## src/rtl/simd_mov_check.sv

```systemverilog
module simd_mov_check (
  input  logic         clk,
  input  logic         rst_n,
  input  logic         in_valid,
  output logic         in_ready,
  input  logic         has_66,
  input  logic [7:0]   opc,
  input  logic [1:0]   modrm_mod,
  input  logic [127:0] src,
  input  logic         feat_sse,
  input  logic         feat_sse2,
  input  logic         cr0_em,
  input  logic         cr0_ts,
  input  logic         cr4_osfxsr,
  input  logic [3:0]   addr_lo,
  input  logic         stk_bad,
  input  logic         seg_bad,
  input  logic         seg_null,
  input  logic         seg_ro,
  input  logic         xlat_flt,
  output logic         flt_valid,
  output logic [7:0]   flt_vec,
  output logic         gpr_we,
  output logic [31:0]  gpr_val,
  output logic         st_valid,
  output logic [127:0] st_data,
  output logic         st_nt,
  output logic         st_wc,
  output logic         st_weak
);
  localparam logic [7:0] VEC_UD = 8'd6;
  localparam logic [7:0] VEC_NM = 8'd7;
  localparam logic [7:0] VEC_SS = 8'd12;
  localparam logic [7:0] VEC_GP = 8'd13;
  localparam logic [7:0] VEC_PF = 8'd14;

  logic is_mps, is_mpd, is_store, is_mask, ud, nm, ss, gp, pf, any_flt;
  logic [7:0]  vec;
  logic [31:0] mask;

  assign in_ready = 1'b1;

  assign is_mps   = (opc == 8'h50) && !has_66;
  assign is_mpd   = (opc == 8'h50) && has_66;
  assign is_mask  = is_mps || is_mpd;
  assign is_store = (opc == 8'h2B) || ((opc == 8'hE7) && has_66);

  assign ud = !(is_mask || is_store)
           || !(has_66 ? feat_sse2 : feat_sse)
           || cr0_em || !cr4_osfxsr
           || (is_mask && modrm_mod != 2'd3)
           || (is_store && modrm_mod == 2'd3);
  assign nm = cr0_ts;
  assign ss = is_store && stk_bad;
  assign gp = is_store && ((addr_lo != 4'd0) || seg_bad || seg_null || seg_ro);
  assign pf = is_store && xlat_flt;
  assign any_flt = ud || nm || ss || gp || pf;

  always_comb begin
    if (ud)      vec = VEC_UD;
    else if (nm) vec = VEC_NM;
    else if (ss) vec = VEC_SS;
    else if (gp) vec = VEC_GP;
    else         vec = VEC_PF;
  end

  assign mask = is_mpd ? {30'd0, src[127], src[63]}
                       : {28'd0, src[127], src[95], src[63], src[31]};

  always_ff @(posedge clk) begin
    if (!rst_n) begin
      flt_valid <= 1'b0;
      flt_vec   <= 8'd0;
      gpr_we    <= 1'b0;
      gpr_val   <= 32'd0;
      st_valid  <= 1'b0;
      st_data   <= 128'd0;
      st_nt     <= 1'b0;
      st_wc     <= 1'b0;
      st_weak   <= 1'b0;
    end else begin
      flt_valid <= in_valid && any_flt;
      flt_vec   <= (in_valid && any_flt) ? vec : 8'd0;
      gpr_we    <= in_valid && !any_flt && is_mask;
      gpr_val   <= (in_valid && !any_flt && is_mask) ? mask : 32'd0;
      st_valid  <= in_valid && !any_flt && is_store;
      st_data   <= (in_valid && !any_flt && is_store) ? src : 128'd0;
      st_nt     <= in_valid && !any_flt && is_store;
      st_wc     <= in_valid && !any_flt && is_store;
      st_weak   <= in_valid && !any_flt && is_store;
    end
  end
endmodule


```

## config.mk

```make
export PLATFORM = sky130hd
export DESIGN_NAME = simd_mov_check
export DESIGN_NICKNAME = d
export VERILOG_FILES = /design/src/rtl/simd_mov_check.sv
export SDC_FILE = /design/constraint.sdc
export NUM_CORES = 1
export LEC_CHECK = 0
export BUFFER_PORTS_ARGS = -buffer_cell sky130_fd_sc_hd__buf_2
export CORE_AREA = 5 5 126 128
export DETAILED_ROUTE_END_ITERATION = 16
export DIE_AREA = 0 0 131 133
export HOLD_SLACK_MARGIN = 0.08
export PLACE_DENSITY_LB_ADDON = 0.3
export SLEW_MARGIN = 10
export SYNTH_ARGS = -nofsm -noshare
export SYNTH_HDL_FRONTEND = slang
export SYNTH_SLANG_ARGS = --single-unit
```

## constraint.sdc

```tcl
create_clock -name clk -period 5.9 [get_ports clk]
set_input_delay 0.885 -clock clk [delete_from_list [all_inputs] [get_ports clk]]
set_output_delay 0.885 -clock clk [all_outputs]
set_load 0.03 [all_outputs]
```

* Word level (Yosys, flattened, before mapping)
Cells that the tools add are included.
** Storage, ports and cells
- Register bits after elaboration :: 171
- Word-level logic and storage cells :: 64
- Output and inout bits :: 175
- Input port bits :: 156
** Cells by class
- Reduce and logical (&&, ||, !) cells :: 40
- Mux-type cells :: 6
- Eq/ne operators :: 5
- Bitwise logic cells :: 3
** Operators with widths (count)
- $logic_or 1x1->1 :: 15
- $logic_and 1x1->1 :: 12
- $eq 8x6->1 const B :: 1
- $eq 8x7->1 const B :: 1
- $eq 8x8->1 const B :: 1
- $mux 2 :: 4
- $reduce_and 2->1 :: 3
- $reduce_or 3->1 :: 2
- $logic_not 1->1 :: 5
- $reduce_or 5->1 :: 1
- $reduce_bool 4->1 :: 1
- $reduce_or 4->1 :: 1
- $mux 3 :: 1
- $not 1->1 :: 3
- $eq 2x2->1 const B :: 1
- $ne 2x2->1 const B :: 1
- $mux 1 :: 1

* Logic depth before layout (Yosys ltp)
- Word-level depth :: 19
- Gate-level depth with buffers :: 7
- Gate-level depth less buffers :: 4

* Worst setup path after synthesis
OpenSTA, ideal clock, no wires.
- Kind :: input-to-reg
- Start :: in opc[7]
- End :: reg st_data[10]
- Data required time :: 5.756 ns
- Arrival :: 2.333 ns
- Buffers on the path :: 2
- Library setup time :: 0.144 ns
- Setup slack :: 3.423 ns
- Cell stages on the path :: 6
- Cells stage by stage :: or4b_1 > a211oi_1 > a2111o_1 > buf_6 > buf_2 > nor4_2
** On the way
- Longest elaborated chain between the ends :: 18
- Elaborated cells on any way between the ends :: 28
- Those cells by class :: eq/ne (3); reduce/logical (25)
** Ends and longest elaborated chain
- start: declaration :: RTL line 7 : input logic [7:0] opc,
- $eq 8x7->1 / $eq 8x8->1 (equally long branches) :: RTL line 43, 44, 46
- $logic_and 1x1->1, on equally long branches :: RTL line 43, 44, 46
- $logic_or 1x1->1, on equally long branches :: RTL line 45, 46
- $logic_or 1x1->1 :: RTL line 48 : assign ud = !(is_mask || is_store)
- $logic_not 1->1 :: RTL line 48
- $logic_or 1x1->1 :: RTL line 49 : || !(has_66 ? feat_sse2 : feat_sse)
- $logic_or 1x1->1 (2 in a row) :: RTL line 50 : || cr0_em || !cr4_osfxsr
- $logic_or 1x1->1 :: RTL line 51 : || (is_mask && modrm_mod != 2'd3)
- $logic_or 1x1->1 :: RTL line 52 : || (is_store && modrm_mod == 2'd3);
- $logic_or 1x1->1 (4 in a row) :: RTL line 57 : assign any_flt = ud || nm || ss || gp || pf;
- $logic_not 1->1 :: RTL line 87 : st_data <= (in_valid && !any_flt && is_store) ? src : 128'd0;
- $logic_and 1x1->1 :: RTL line 87
- $logic_and 1x1->1 (*) :: RTL line 87
- $reduce_and 2->1 (no line) (*)
- end signal: assignment :: RTL line 87
- end: declaration :: RTL line 26 : output logic [127:0] st_data,
Mark *: on every way between the ends. The rest lies on a longest branch, timed or not.
A chain may end at the register's enable or synchronous reset.

* Worst setup path in the final report
- Start :: in opc[7]
- End :: reg st_data[28]
The elaborated chain is that of the path after synthesis.

==> metrics.md <==
| Metric | Value |
|---|---|
| PostCTS Resize Cnt | 0 |
| Crit path buf inv count | 2 |
| Pwr/cell area | around 270 nW/µm² |
| Reg clk slew, reported paths | about 0.06 ns |
| Vias in the first global route | just over 5000 |
| I/O Buffers | 297 |
| WL/cell | between 15 and 20 µm |
| Synth Instances | 565 |
| Slew HR | approximately 36% |
| Post-route clock period utilization | a little over 50% |
| Layout area overhead | 31.54% |
| RSZ-0062 raised after global routing | no |
| Async set-reset flop share out of synthesis | 0% |
| Leakage | 0.003092 µW |
| Internal | approximately 1700 µW |
| Final Hold Violating Endpoints | 0 |
| Detailed Route WL | roughly 19000 µm |
| Inserted Clock Buffers | 17 |
| Layout cells sized above 1 | a little over half |
| Routed Antenna Nets | 0 |
| WP data arrival | 3.31 ns |
| Comb pwr share | between 7 and 8% |
| Total congestion overflow | 0 |
| Initial Utilization | around two fifths |
| Clock buffer depth | 2 |
| Fmax | roughly 330 MHz |
| Ports | roughly 330 |
| Fillers | approximately 1400 |
| Half-perimeter wire length after placement | ~13000 µm |
| Critical Path Start Type | input pin |
| Vias per cell | approximately 5.5 |
| Critical Setup Path Class | in -> reg |
| Clock sinks | 139 |
| Final Max Slew Viols | 0 |
| Tmin final | 3.060 ns |
| EDFF count, synth | 0 |
| Critical path, cell by cell | buf_2 > nor4b_1 > a31o_4 > a2111o_2 > buf_4 > nor4_2 |
| DRC | 0 |
| Crit path largest cell delay | about 0.67 ns |
| Initial antenna violation count | 0 |
| Largest net degree at the start of global routing | around 90 |
| Cell total after placement | between 900 and 1000 |
| Area of the die | between 15000 and 20000 µm² |
| Fin Setup TNS | 0 ns |
| Seq pwr share | 43.5% |
| Core Area | about 15000 µm² |
| Min-Delay Path Class | in -> reg |
| Post-CTS Setup Repair Bufs | 0 |
| Die Y | ~130 µm |
| H-Tree Depth | 4 |
| Prevailing post-synth register cell | dfxtp_1 |
| Placer Congestion | a little under 0.8 |
| Mean post-synth cell area | 10.65 µm² |
| CTS tree | yes |
| Vias | 5549 |
| Total Nets Final | 957 |
| Hold endpoint | st_data[101]$_SDFF_PN0_ |
| Fraction of power spent switching nets | approximately 23% |
| Crit-path slowest cell | a31o_4 |
| DR iter-0 viols | approximately 330 |
| Crit path max fanout | 66 |
| Worst Tran Pin Value | 0.9610 ns |
| Core Rows | 45 |
| First-pass detailed-route iteration total | 4 |
| Placed cell area | ~7300 µm² |
| First-pass GRT wire length | around 28000 µm |
| Count of state elements after synthesis | roughly 140 |
| Final Non-Filler Cells | 1001 |
| Status | completed |
| Top delay family on crit path | compound AO/OA/AOI/OAI gates |
| Psw | 494.5 µW |
| Synth warn | 0 |
| Total track usage | 20.20% |
| WP data required | between 6 and 7 ns |
| Seq/Total Area, Yosys | between 40% and 50% |
| Clk pwr share | between 40% and 50% |
| Hold Crit Depth | 3 |
| Synth Cell Area | ~6000 µm² |
| CTS Hold Buffers Added | 0 |
| Hold path startpoint | src[101] |
| Die W | approximately 130 µm |
| Synth area leaders | dfxtp_1 (46%), nor4_2 (21%), nand4_1 (13%) |
| Antenna diodes | 0 |
| Synth cell types | 39 |
| Post-synth top area share | between 40 and 50% |
| Root Driver | clkbuf_16 |
| Finished layout cell area | between 7000 and 8000 µm² |
| Crit end category | register |
| # setup viols final | 0 |
| Max Cap Viol | 0 |
| VDD IR-drop max | around 0.18 mV |
| Most area-hungry cell type in the Yosys netlist | dfxtp_1 |
cell type report:
type | count | area (µm²) | share of cell area (%)
Timing Repair Buffer | 308 | 1582 | 19.98
Clock inverter | 8 | 117.6 | 1.486
Sequential cell | 139 | 2783 | 35.15
Clock buffer | 23 | 467.9 | 5.911
Multi-Input combinational cell | 335 | 2731 | 34.50
Tap cell | 188 | 235.2 | 2.971
synth_stat cells, types with 2 or more instances:
cell type	number
a211oi_1	2
nand2_1	2
mux2i_1	2
buf_2	26
o311a_1	3
nand2b_1	2
or4b_1	2
conb_1	2
nor3_1	3
nor2_1	2
clkbuf_1	52
and4_1	2
buf_4	40
nor4_2	99
or4_1	2
nand4_1	128
nor4_1	34
buf_1	2
nor4b_1	2
dfxtp_1	139
per-stage QoR:
| stage | power [µW] | setup WS (ns) | hold WS (ns) | utilization [%] |
|---|---|---|---|---|
| finish | 2163 | 2.840 | 0.7035 | 53.66 |
| CTS | 2183 | 2.891 | 0.6880 | 53.66 |
| global placement | 1118 | 2.457 | 1.125 | 49.69 |
| detailed placement | 1117 | 2.476 | 1.131 | 49.69 |
| floorplan | 1066 | 3.423 | 1.016 | - |
| global route | 2236 | 2.651 | 0.6917 | 53.66 |
kinds of logic after synthesis:
| group | after synthesis | synth area share (%) |
|---|---|---|
| other | 2 | 0.1248 |
| DFF | 139 | 46.24 |
| buffers and inverters | 122 | 10.79 |
| muxes | 3 | 0.5198 |
| and+or+nand+nor | 287 | 40.60 |
| AOI/OAI and AO/OA | 12 | 1.726 |
flip-flops by register name (all words and copies together) (netlist names):
name	count
st_wc	1
flt_valid	1
gpr_val	4
flt_vec	4
gpr_we	1
st_data	128
layout by cell type, fill, tap and decap left out, types with 2 or more instances in the layout:
cell / synthesis / routed
buf_4: 40 / 10
conb_1: 2 / 33
dfxtp_1: 139 / 139
or4_1: 2 / 2
mux2i_1: 2 / 2
clkinv_2: 0 / 4
nor3_1: 3 / 3
nand4_1: 128 / 128
nor4b_1: 2 / 2
nor4_1: 34 / 34
a211oi_1: 2 / 2
clkbuf_16: 0 / 17
buf_2: 26 / 297
o311a_1: 3 / 3
and4_1: 2 / 2
clkbuf_8: 0 / 2
bufinv_16: 0 / 3
nand2b_1: 2 / 2
clkbuf_1: 52 / 4
nor4_2: 99 / 99
or4b_1: 2 / 2
routing by layer:
layer	up-vias	track usage, %	wire length [µm]
met1	2640	24.69	7302
met2	248	32.14	9172
met4	0	9.143	610
li1	2620	-	-
met5	-	0	0
met3	41	6.419	1666
worst max-delay path by stage:
stage	start	end	slack, ns	cells past startpoint
2_1_floorplan	opc[7]	st_data[10]$_SDFF_PN0_	3.42	6
3_5_place_dp	opc[7]	st_data[28]$_SDFF_PN0_	2.48	6
6_report	opc[7]	st_data[28]$_SDFF_PN0_	2.84	6
5_1_grt	opc[7]	st_data[28]$_SDFF_PN0_	2.65	6
4_1_cts	opc[7]	st_data[28]$_SDFF_PN0_	2.89	6
3_3_place_gp	opc[7]	st_data[28]$_SDFF_PN0_	2.46	6
power groups by stage:
stage | clock, µW | sequential (µW) | combinational (µW)
after floorplan | 0 | 963 | 103
after global placement | 0 | 961 | 158
after detailed placement | 0 | 961 | 156
after CTS | 1090 | 940 | 156
after global routing | 1130 | 940 | 169
final | 1070 | 940 | 157
No activity file was read; power rests on OpenSTA's default activity.
